[config.mk]
export PLATFORM = sky130hd
export DESIGN_NAME = lcd_irq_unit
export DESIGN_NICKNAME = d
export VERILOG_FILES = /design/src/rtl/lcdirq_pkg.sv /design/src/rtl/lcdirq_evdec.sv /design/src/rtl/lcdirq_level.sv /design/src/rtl/lcd_irq_unit.sv
export SDC_FILE = /design/constraint.sdc
export NUM_CORES = 1
export LEC_CHECK = 0
export BUFFER_PORTS_ARGS = -buffer_cell sky130_fd_sc_hd__buf_2
export CORE_MARGIN = 4
export CORE_UTILIZATION = 30
export CTS_BUF_LIST = sky130_fd_sc_hd__clkbuf_16
export DETAILED_ROUTE_END_ITERATION = 6
export SLEW_MARGIN = 20
export SYNTH_ARGS = -nofsm -noshare
export SYNTH_HDL_FRONTEND = slang
export SYNTH_SLANG_ARGS = --single-unit
export TNS_END_PERCENT = 50
[constraint.sdc]
create_clock -name clk -period 6.1 [get_ports clk]
set_input_delay 0.61 -clock clk [delete_from_list [all_inputs] [get_ports clk]]
set_output_delay 0.61 -clock clk [all_outputs]
set_load 0.005 [all_outputs]
[src/rtl/lcdirq_pkg.sv]
package lcdirq_pkg;
  typedef enum logic [2:0] {
    EV_SOF      = 3'd0,
    EV_EOF      = 3'd1,
    EV_BRANCH   = 3'd2,
    EV_UNDERRUN = 3'd3,
    EV_BUSERR   = 3'd4,
    EV_OUTUNDER = 3'd5,
    EV_RDSTAT   = 3'd6,
    EV_CMD      = 3'd7
  } ev_kind_e;

  localparam int REG_W = 32;

  localparam logic [2:0] A_CTRL  = 3'd0;
  localparam logic [2:0] A_MASK0 = 3'd1;
  localparam logic [2:0] A_MASK1 = 3'd2;
  localparam logic [2:0] A_STAT0 = 3'd3;
  localparam logic [2:0] A_STAT1 = 3'd4;
  localparam logic [2:0] A_FID   = 3'd5;

  // base status bit positions
  localparam int S0_LDD  = 0;
  localparam int S0_SOF  = 1;
  localparam int S0_BER  = 2;
  localparam int S0_UND  = 4;
  localparam int S0_OUT  = 6;
  localparam int S0_QD   = 7;
  localparam int S0_EOF  = 8;
  localparam int S0_BS   = 9;
  localparam int S0_SINT = 10;
  localparam int S0_RDST = 11;
  localparam int S0_CMD  = 12;
  localparam int S0_BCH_LO = 28;

  localparam logic [REG_W-1:0] S0_MASKABLE = 32'h0000_1BF3;
  localparam logic [REG_W-1:0] S0_W1C      = 32'h0000_0FFF;
  localparam logic [REG_W-1:0] S1_LAYOUT   = 32'h3F3F_3F3F;
  localparam logic [REG_W-1:0] S1_W1C      = 32'h003E_3F3F;

  // channel status groups: bit = group base + channel - 1
  localparam int GRP_SOF = 0;
  localparam int GRP_EOF = 8;
  localparam int GRP_BS  = 16;
  localparam int GRP_UND = 24;
endpackage

[src/rtl/lcdirq_evdec.sv]
module lcdirq_evdec
  import lcdirq_pkg::*;
#(
  parameter int NUM_CH = 7,
  parameter int CH_W   = 3
) (
  input  logic             ev_valid,
  input  logic [2:0]       ev_kind,
  input  logic [CH_W-1:0]  ev_chan,
  input  logic             ev_sof_en,
  input  logic             ev_eof_en,
  input  logic [REG_W-1:0] mask0,
  input  logic [REG_W-1:0] mask1,
  input  logic             irq_now,
  output logic [REG_W-1:0] set0,
  output logic [REG_W-1:0] set1,
  output logic             ber_set,
  output logic             sint_set,
  output logic             fid_load
);
  // one-hot among start, end, branch, underrun
  logic [3:0]       grp_hit;
  logic             chan_ev;
  logic             unmasked;
  logic [3:0]       ch_set [NUM_CH];

  always_comb begin
    grp_hit = '0;
    if (ev_valid) begin
      case (ev_kind_e'(ev_kind))
        EV_SOF:      grp_hit[0] = ev_sof_en;
        EV_EOF:      grp_hit[1] = ev_eof_en;
        EV_BRANCH:   grp_hit[2] = 1'b1;
        EV_UNDERRUN: grp_hit[3] = 1'b1;
        default:     grp_hit    = '0;
      endcase
    end
  end

  genvar g;
  generate
    for (g = 0; g < NUM_CH; g++) begin : g_ch
      if (g == 0) begin : g_base
        assign ch_set[g] = '0;
      end else begin : g_other
        assign ch_set[g] = (ev_chan == CH_W'(g)) ? grp_hit : 4'b0000;
      end
    end
  endgenerate

  always_comb begin
    set1 = '0;
    for (int c = 1; c < NUM_CH; c++) begin
      set1[GRP_SOF + c - 1] = ch_set[c][0];
      set1[GRP_EOF + c - 1] = ch_set[c][1];
      set1[GRP_BS  + c - 1] = ch_set[c][2];
      set1[GRP_UND + c - 1] = ch_set[c][3];
    end
  end

  always_comb begin
    set0 = '0;
    if (ev_chan == '0) begin
      set0[S0_SOF] = grp_hit[0];
      set0[S0_EOF] = grp_hit[1];
      set0[S0_BS]  = grp_hit[2];
      set0[S0_UND] = grp_hit[3];
    end
    if (ev_valid) begin
      case (ev_kind_e'(ev_kind))
        EV_OUTUNDER: set0[S0_OUT]  = 1'b1;
        EV_RDSTAT:   set0[S0_RDST] = 1'b1;
        EV_CMD:      set0[S0_CMD]  = 1'b1;
        default:     ;
      endcase
    end
  end

  assign chan_ev  = |grp_hit;
  assign ber_set  = ev_valid && (ev_kind_e'(ev_kind) == EV_BUSERR);
  assign unmasked = (|(set0 & ~mask0 & S0_MASKABLE)) | (|(set1 & ~mask1 & S1_LAYOUT));
  assign sint_set = irq_now && (ber_set || unmasked);
  assign fid_load = (chan_ev || ber_set) && !sint_set;
endmodule

[src/rtl/lcdirq_level.sv]
module lcdirq_level
  import lcdirq_pkg::*;
(
  input  logic             clk,
  input  logic             rst,
  input  logic [REG_W-1:0] stat0,
  input  logic [REG_W-1:0] stat1,
  input  logic [REG_W-1:0] mask0,
  input  logic [REG_W-1:0] mask1,
  output logic             irq_q
);
  logic level;

  assign level = (|(stat0 & ~mask0 & S0_MASKABLE)) | (|(stat1 & ~mask1 & S1_LAYOUT));

  always_ff @(posedge clk) begin
    if (rst) irq_q <= 1'b0;
    else     irq_q <= level;
  end
endmodule

[src/rtl/lcd_irq_unit.sv]
module lcd_irq_unit
  import lcdirq_pkg::*;
#(
  parameter int NUM_CH = 7,
  parameter int FID_W  = 32,
  parameter int ADDR_W = 3,
  localparam int CH_W  = (NUM_CH > 1) ? $clog2(NUM_CH) : 1
) (
  input  logic              clk,
  input  logic              rst,
  input  logic              reg_wr_en,
  input  logic              reg_rd_en,
  input  logic [ADDR_W-1:0] reg_addr,
  input  logic [REG_W-1:0]  reg_wdata,
  output logic [REG_W-1:0]  reg_rdata,
  input  logic              ev_valid,
  input  logic [2:0]        ev_kind,
  input  logic [CH_W-1:0]   ev_chan,
  input  logic [FID_W-1:0]  ev_fid,
  input  logic              ev_sof_en,
  input  logic              ev_eof_en,
  input  logic              frame_end,
  output logic              irq
);
  logic             ctrl_en, ctrl_dis;
  logic [REG_W-1:0] mask0_q, mask1_q, stat0_q, stat1_q;
  logic [REG_W-1:0] stat0_n, stat1_n, clr0, clr1;
  logic [FID_W-1:0] fid_q;
  logic [REG_W-1:0] set0, set1;
  logic             ber_set, sint_set, fid_load;
  logic             wr_ctrl, wr_stat0, wr_stat1, qd_set, ldd_set;

  assign wr_ctrl  = reg_wr_en && (reg_addr == ADDR_W'(A_CTRL));
  assign wr_stat0 = reg_wr_en && (reg_addr == ADDR_W'(A_STAT0));
  assign wr_stat1 = reg_wr_en && (reg_addr == ADDR_W'(A_STAT1));
  assign qd_set   = wr_ctrl && ctrl_en && !reg_wdata[0];
  assign ldd_set  = frame_end && ctrl_en && ctrl_dis;

  lcdirq_evdec #(.NUM_CH(NUM_CH), .CH_W(CH_W)) u_dec (
    .ev_valid (ev_valid),
    .ev_kind  (ev_kind),
    .ev_chan  (ev_chan),
    .ev_sof_en(ev_sof_en),
    .ev_eof_en(ev_eof_en),
    .mask0    (mask0_q),
    .mask1    (mask1_q),
    .irq_now  (irq),
    .set0     (set0),
    .set1     (set1),
    .ber_set  (ber_set),
    .sint_set (sint_set),
    .fid_load (fid_load)
  );

  lcdirq_level u_lvl (
    .clk  (clk),
    .rst  (rst),
    .stat0(stat0_q),
    .stat1(stat1_q),
    .mask0(mask0_q),
    .mask1(mask1_q),
    .irq_q(irq)
  );

  // clears first, then sets: a same-cycle event wins
  always_comb begin
    clr0 = wr_stat0 ? (reg_wdata & S0_W1C) : '0;
    if (wr_stat0 && reg_wdata[S0_BER]) clr0[S0_BCH_LO +: 3] = 3'b111;
    stat0_n = (stat0_q & ~clr0) | set0;
    if (ber_set) begin
      stat0_n[S0_BER]         = 1'b1;
      stat0_n[S0_BCH_LO +: 3] = 3'(ev_chan);
    end
    if (sint_set) stat0_n[S0_SINT] = 1'b1;
    if (qd_set)   stat0_n[S0_QD]   = 1'b1;
    if (ldd_set)  stat0_n[S0_LDD]  = 1'b1;
    clr1    = wr_stat1 ? (reg_wdata & S1_W1C) : '0;
    stat1_n = (stat1_q & ~clr1) | set1;
  end

  always_ff @(posedge clk) begin
    if (rst) begin
      ctrl_en   <= 1'b0;
      ctrl_dis  <= 1'b0;
      mask0_q   <= '0;
      mask1_q   <= '0;
      stat0_q   <= '0;
      stat1_q   <= '0;
      fid_q     <= '0;
      reg_rdata <= '0;
    end else begin
      if (wr_ctrl) begin
        ctrl_en  <= reg_wdata[0];
        ctrl_dis <= reg_wdata[1];
      end else if (ldd_set) begin
        ctrl_en  <= 1'b0;
      end
      if (reg_wr_en && reg_addr == ADDR_W'(A_MASK0)) mask0_q <= reg_wdata & S0_MASKABLE;
      if (reg_wr_en && reg_addr == ADDR_W'(A_MASK1)) mask1_q <= reg_wdata & S1_LAYOUT;
      stat0_q <= stat0_n;
      stat1_q <= stat1_n;
      if (fid_load) fid_q <= ev_fid;
      if (reg_rd_en) begin
        case (reg_addr)
          ADDR_W'(A_CTRL):  reg_rdata <= {30'd0, ctrl_dis, ctrl_en};
          ADDR_W'(A_MASK0): reg_rdata <= mask0_q;
          ADDR_W'(A_MASK1): reg_rdata <= mask1_q;
          ADDR_W'(A_STAT0): reg_rdata <= stat0_q;
          ADDR_W'(A_STAT1): reg_rdata <= stat1_q;
          ADDR_W'(A_FID):   reg_rdata <= REG_W'(fid_q);
          default:          reg_rdata <= '0;
        endcase
      end
    end
  end
endmodule

* Word-level counts from Yosys, hierarchy flattened *
Index checks and enable logic that the tools add are counted.

operators by class
  eq/ne operators = 18
  multiplexer cells = 30
  bitwise operators = 14
  reduce and logical (&&, ||, !) cells = 26

operator list
  operator            number
  $pmux 32 s6         1
  $and 32x32->32      2
  $and 30x30->30      2
  $reduce_or 24->1    2
  $not 22->32         1
  $not 31->32         1
  $or 32x13->32       1
  $or 32x30->32       1
  $not 30->30         1
  $mux 4              7
  $eq 3x3->1 const B  9
  $and 13x13->13      2
  $mux 22             1
  $reduce_or 10->1    2
  $eq 3x2->1 const B  6
  $mux 1              16
  $logic_and 1x1->1   13
  $not 13->13         1
  $mux 12             1
  $eq 3x1->1 const B  3
  $logic_not 3->1     3
  $mux 3              2
  $mux 2              2
  $reduce_or 4->1     1
  4 further kinds     7

storage, ports and cells
  flip-flop bits (word level) = 165
  input bits = 81
  output and inout bits = 33
  logic and storage cells = 97

* Longest topological paths before layout *
  word-level depth = 11
  mapped depth = 9
  depth with buffers taken out = 6

* Modules after synthesis *
From an unflattened synthesis, not the netlist that was laid out.

unflattened totals
  cells, all modules = 911
  area, all modules = 7,928.9 um^2

by module, submodules not included
  module        instances  cells each  area each (um^2)  sequential area each (um^2)
  lcd_irq_unit  1          727         6,710.2           3,283.1
  lcdirq_evdec  1          132         920.9             0.0
  lcdirq_level  1          52          297.8             20.0

* Worst setup path after synthesis *
No wires, ideal clock.

  path type = input port to flip-flop
  start = input port ev_kind[0]
  end = register fid_q[0]
  library setup time = 0.072 ns
  data arrival time = 2.272 ns
  required time = 6.028 ns
  path slack = 3.756 ns
  stages = 8
  path buffers = 2
  path through = buf_4 nand2b_1 nor3_2 a221oi_2 o311ai_2 a211oi_4 buf_8 mux2i_1

on the way
  word-level cells in the longest chain between the ends = 11
  elaborated cells between the ends (all ways) = 39
  those cells by class = 7 x eq/ne; 19 x mux; 3 x bitwise; 10 x reduce/logical

RTL lines
  element                                                      line                 RTL
  start: declaration                                           lcd_irq_unit.sv:17   input logic [2:0] ev_kind,
  $eq 3x1->1 (tied with other cells)                           lcdirq_evdec.sv:30   case (ev_kind_e'(ev_kind))
  $mux 1                                                       lcdirq_evdec.sv:30
  $mux 4                                                       lcdirq_evdec.sv:29   if (ev_valid) begin
  $mux 4 (tied with other cells)                               lcdirq_evdec.sv:46   assign ch_set[g] = (ev_chan == CH_W'(g)) ? grp_hit : 4'b0000;
  $and 30x30->30 / $and 13x13->13 (equally long branches)      lcdirq_evdec.sv:81   assign unmasked = (|(set0 & ~mask0 & S0_MASKABLE)) | (|(set1 & ~mask1 & S1_LAYOUT));
  $reduce_or 24->1 / $reduce_or 10->1 (equally long branches)  lcdirq_evdec.sv:81
  $or 1x1->1                                                   lcdirq_evdec.sv:81
  $logic_or 1x1->1                                             lcdirq_evdec.sv:82   assign sint_set = irq_now && (ber_set || unmasked);
  $logic_and 1x1->1                                            lcdirq_evdec.sv:82
  $logic_not 1->1                                              lcdirq_evdec.sv:83   assign fid_load = (chan_ev || ber_set) && !sint_set;
  $logic_and 1x1->1 (*)                                        lcdirq_evdec.sv:83
  end signal: assignment                                       lcd_irq_unit.sv:102  if (fid_load) fid_q <= ev_fid;
  end: declaration                                             lcd_irq_unit.sv:28   logic [FID_W-1:0] fid_q;

Mark *: on every way between the ends. The rest lies on a longest branch, timed or not.
A chain may end at the register's enable or synchronous reset.

* Final worst setup path *
  start = input port ev_chan[1]
  end = register fid_q[24]

on the way
  word-level cells in the longest chain between the ends = 9
  elaborated cells between the ends (all ways) = 25
  those cells by class = 6 x eq/ne; 9 x mux; 3 x bitwise; 7 x reduce/logical

RTL lines
  element                                                      line                RTL
  start: declaration                                           lcd_irq_unit.sv:18  input logic [CH_W-1:0] ev_chan,
  $eq 3x1->1 (tied with other cells)                           lcdirq_evdec.sv:46
  $mux 4 (tied with other cells)                               lcdirq_evdec.sv:46
  $and 30x30->30 / $and 13x13->13 (equally long branches)      lcdirq_evdec.sv:81
  $reduce_or 24->1 / $reduce_or 10->1 (equally long branches)  lcdirq_evdec.sv:81
  $or 1x1->1 (*)                                               lcdirq_evdec.sv:81
  $logic_or 1x1->1 (*)                                         lcdirq_evdec.sv:82
  $logic_and 1x1->1 (*)                                        lcdirq_evdec.sv:82
  $logic_not 1->1 (*)                                          lcdirq_evdec.sv:83
  $logic_and 1x1->1 (*)                                        lcdirq_evdec.sv:83

Marked as above.

==> results.cfg <==
[clock_network]
cts_setup_buffers = 0
cts_tree = built
hold_buffers = 0
clk_latency_ns = 0.43
cts_max_path_buffers = 2
post_cts_resized = 0
cts.sinks = 141
numCtsBuffers = 17
clkTransAtPathRegs_ns = 0.06
htree_levels = 4
cts-root-buf = clkbuf_16

[power]
p_comb_frac = 0.089
leakagePower_nw = 2.97
swShare = 0.247
power_mw = 2.19
p_per_area_mw_per_mm2 = 274
ir_drop_mv = 0.157
power.internal_mw = 1.65
p_switching_mw = 0.542
p_seq_frac = 0.440
clkPwrFrac = 0.472

[sta]
slew_violations = 0
setup_tns_ns = 0
layout_min_cycle_time_ns = 2.97
fin_crit_sh = 0.487
worstMarginPinSlew_ns = 1.17
skew_ns = 0.0102
max_freq_mhz = 337
max_slew_margin = 0.219
final-setup-viol-count = 0
grt_setup_unrepaired = no
hold_viol = 0

[placed_design]
io_buffer_count = 107
place.gp.congestion = 0.990
placed_area_mm2 = 0.00741
hpwl_um = 16200
dpl.cell_count = 1153

[setup_path]
worstPathMaxFanout = 23
cp.required_ns = 6.45
cp_slowest_cell = a211oi_4
critPathKind = input pin to flop
worstPathArrival_ns = 3.32
startpoint_type = input pin
slowest_delay_ns = 0.72
path_cells = buf_2 > and3b_1 > o2bb2ai_1 > a211oi_1 > o311ai_2 > a211oi_4 > buf_4 > mux2i_1
crit_path_end_kind = flop

[routing]
drtIter0Drc = 559
viasPerCell = 5.16
dr.pass1.iters = 5
wl_um = 22200
drtAntennaViolNets = 0
drc = 0
routedWlPerCell_um = 18.7
vias = 6122

[finish]
fin_cells = 1186
final_core_util = 0.364
nets = 973
fill_cells = 2318
register_area_mm2 = 0.00282
multi_input_area_mm2 = 0.00350
syn_to_final_growth_pct = 19.0
fin_area_mm2 = 0.00800
drive_gt1_frac = 0.170

[outcome]
status = complete, no violations

[synth]
synth_top_family_by_area = simple AND/OR/NAND/NOR gates
synth_compound_area_frac = 0.179
syn_area_per_cell_um2 = 8.27
postSynthCellCount = 813
syn_nets = 894
ys_seq_area_frac = 0.420
ys_seq_elements = 141
synth_edf_count = 0
syn_area_mm2 = 0.00672
yosysWarnings = 0
synthFlopType = dfxtp_1
yosys.area_share.adder = 0
ys_types = 53
synth.mux.area_fraction = 0.113
synth-simple-area-share = 0.226
async_flop_share = 0
synth_xor_area_frac = 0

[floorplan]
die_area_mm2 = 0.0249
ios = 114
std_cell_rows = 54
die_w_um = 158
core-area_mm2 = 0.0220
die_h_um = 158
initial_core_util = 0.306

[worst_hold_path]
hold_class = input pin to flop

[global_route]
grt_use_total = 0.178
grt_max_degree = 99
grt_pass1_vias = 5792
antenna_found_initial = 4
grt-ovfl-total = 0
grt_pass1_wl_um = 33800

[job]
cap_viol_max_count = 0
flip-flops by register name, indices dropped and copies added (netlist names):
signal	flops
stat0_q	16
u_lvl.irq_q	1
mask0_q	10
ctrl_dis	1
reg_rdata	32
stat1_q	24
mask1_q	24
fid_q	32
ctrl_en	1
Yosys cell counts (3+ instances only):
library cell,instances,area share
nor2b_1,5,0.0047
o21ai_0,16,0.012
clkbuf_1,37,0.021
mux2i_1,66,0.098
nor2_1,74,0.041
a32oi_1,4,0.0052
buf_1,6,0.0034
nand3b_1,5,0.0056
o221ai_1,8,0.010
buf_8,3,0.0067
a221oi_1,3,0.0039
nor4_1,3,0.0028
inv_1,39,0.022
nand3_1,11,0.0082
o22ai_1,20,0.019
a22oi_1,49,0.055
or3_1,3,0.0028
nand2_1,130,0.073
buf_2,4,0.0030
a211oi_1,3,0.0034
a21oi_1,65,0.048
nor3_1,8,0.0060
dfxtp_1,141,0.42
nand2b_1,73,0.068
a31oi_1,3,0.0028
metrics by stage:
stage / setup slack (ns) / hold WS (ns)
floorplan: 3.76 / 0.427
global placement: 2.75 / 0.445
detailed placement: 2.71 / 0.453
CTS: 3.16 / 0.378
global route: 2.98 / 0.392
finish: 3.13 / 0.393
cells by family (layout without fill, tap and decap cells):
family	after synthesis	in the layout
AND/OR/NAND/NOR	322	322
other	0	1
flip-flops	141	141
AO/OA/AOI/OAI	184	184
multiplexers	72	72
buffers and inverters	94	186
cell type report:
type / instances / share of cell area
Timing Repair Buffer: 114 / 0.0738
Tap cell: 280 / 0.0438
Clock inverter: 15 / 0.0194
Multi-Input combinational cell: 578 / 0.438
Sequential cell: 141 / 0.353
Clock buffer: 17 / 0.0532
Antenna cell: 1 / 0.000313
Inverter: 40 / 0.0188
cells in the final DEF, fill, tap and decap left out, types with 4 or more instances in the layout:
cell type,n
dfxtp_1,141
nand2_1,130
buf_2,106
nor2_1,74
nand2b_1,73
mux2i_1,66
a21oi_1,64
a22oi_1,49
inv_1,41
o22ai_1,20
clkbuf_16,17
o21ai_0,16
nand3_1,11
o221ai_1,8
buf_4,8
nor3_1,7
nand3b_1,5
nor2b_1,5
clkinv_1,5
a32oi_1,4
layer usage:
layer,wire length [um],GRT usage,vias to the layer above
met4,603,0.0721,8
met3,1690,0.0396,45
met1,10100,0.243,2850
li1,-,-,2977
met5,35,0,-
met2,9770,0.273,242
worst max-delay path, delay by kind of cell:
kind,cells,cell delay [ns]
compound gates,4,1.34
buf+inv,2,0.75
mux,1,0.24
simple gates,1,0.34
power groups by stage:
stage / clock (mW) / combinational (mW) / sequential (mW)
4_1_cts: 1.05 / 0.195 / 0.965
2_1_floorplan: 0 / 0.130 / 0.977
5_1_grt: 1.09 / 0.213 / 0.967
3_3_place_gp: 0 / 0.192 / 0.985
6_report: 1.04 / 0.194 / 0.965
3_5_place_dp: 0 / 0.194 / 0.985
path summary, 6_finish.rpt:
check,cells after the start,endpoint,startpoint,slack (ns)
max,8,fid_q[24],ev_chan[1],3.13
min,2,stat0_q[3],reg_wdata[3],0.39
max reg2reg,7,fid_q[24],mask0_q[12],3.30
min reg2reg,2,reg_rdata[22],reg_rdata[22],0.46
Note: power is estimated with default switching activity, not from simulation.
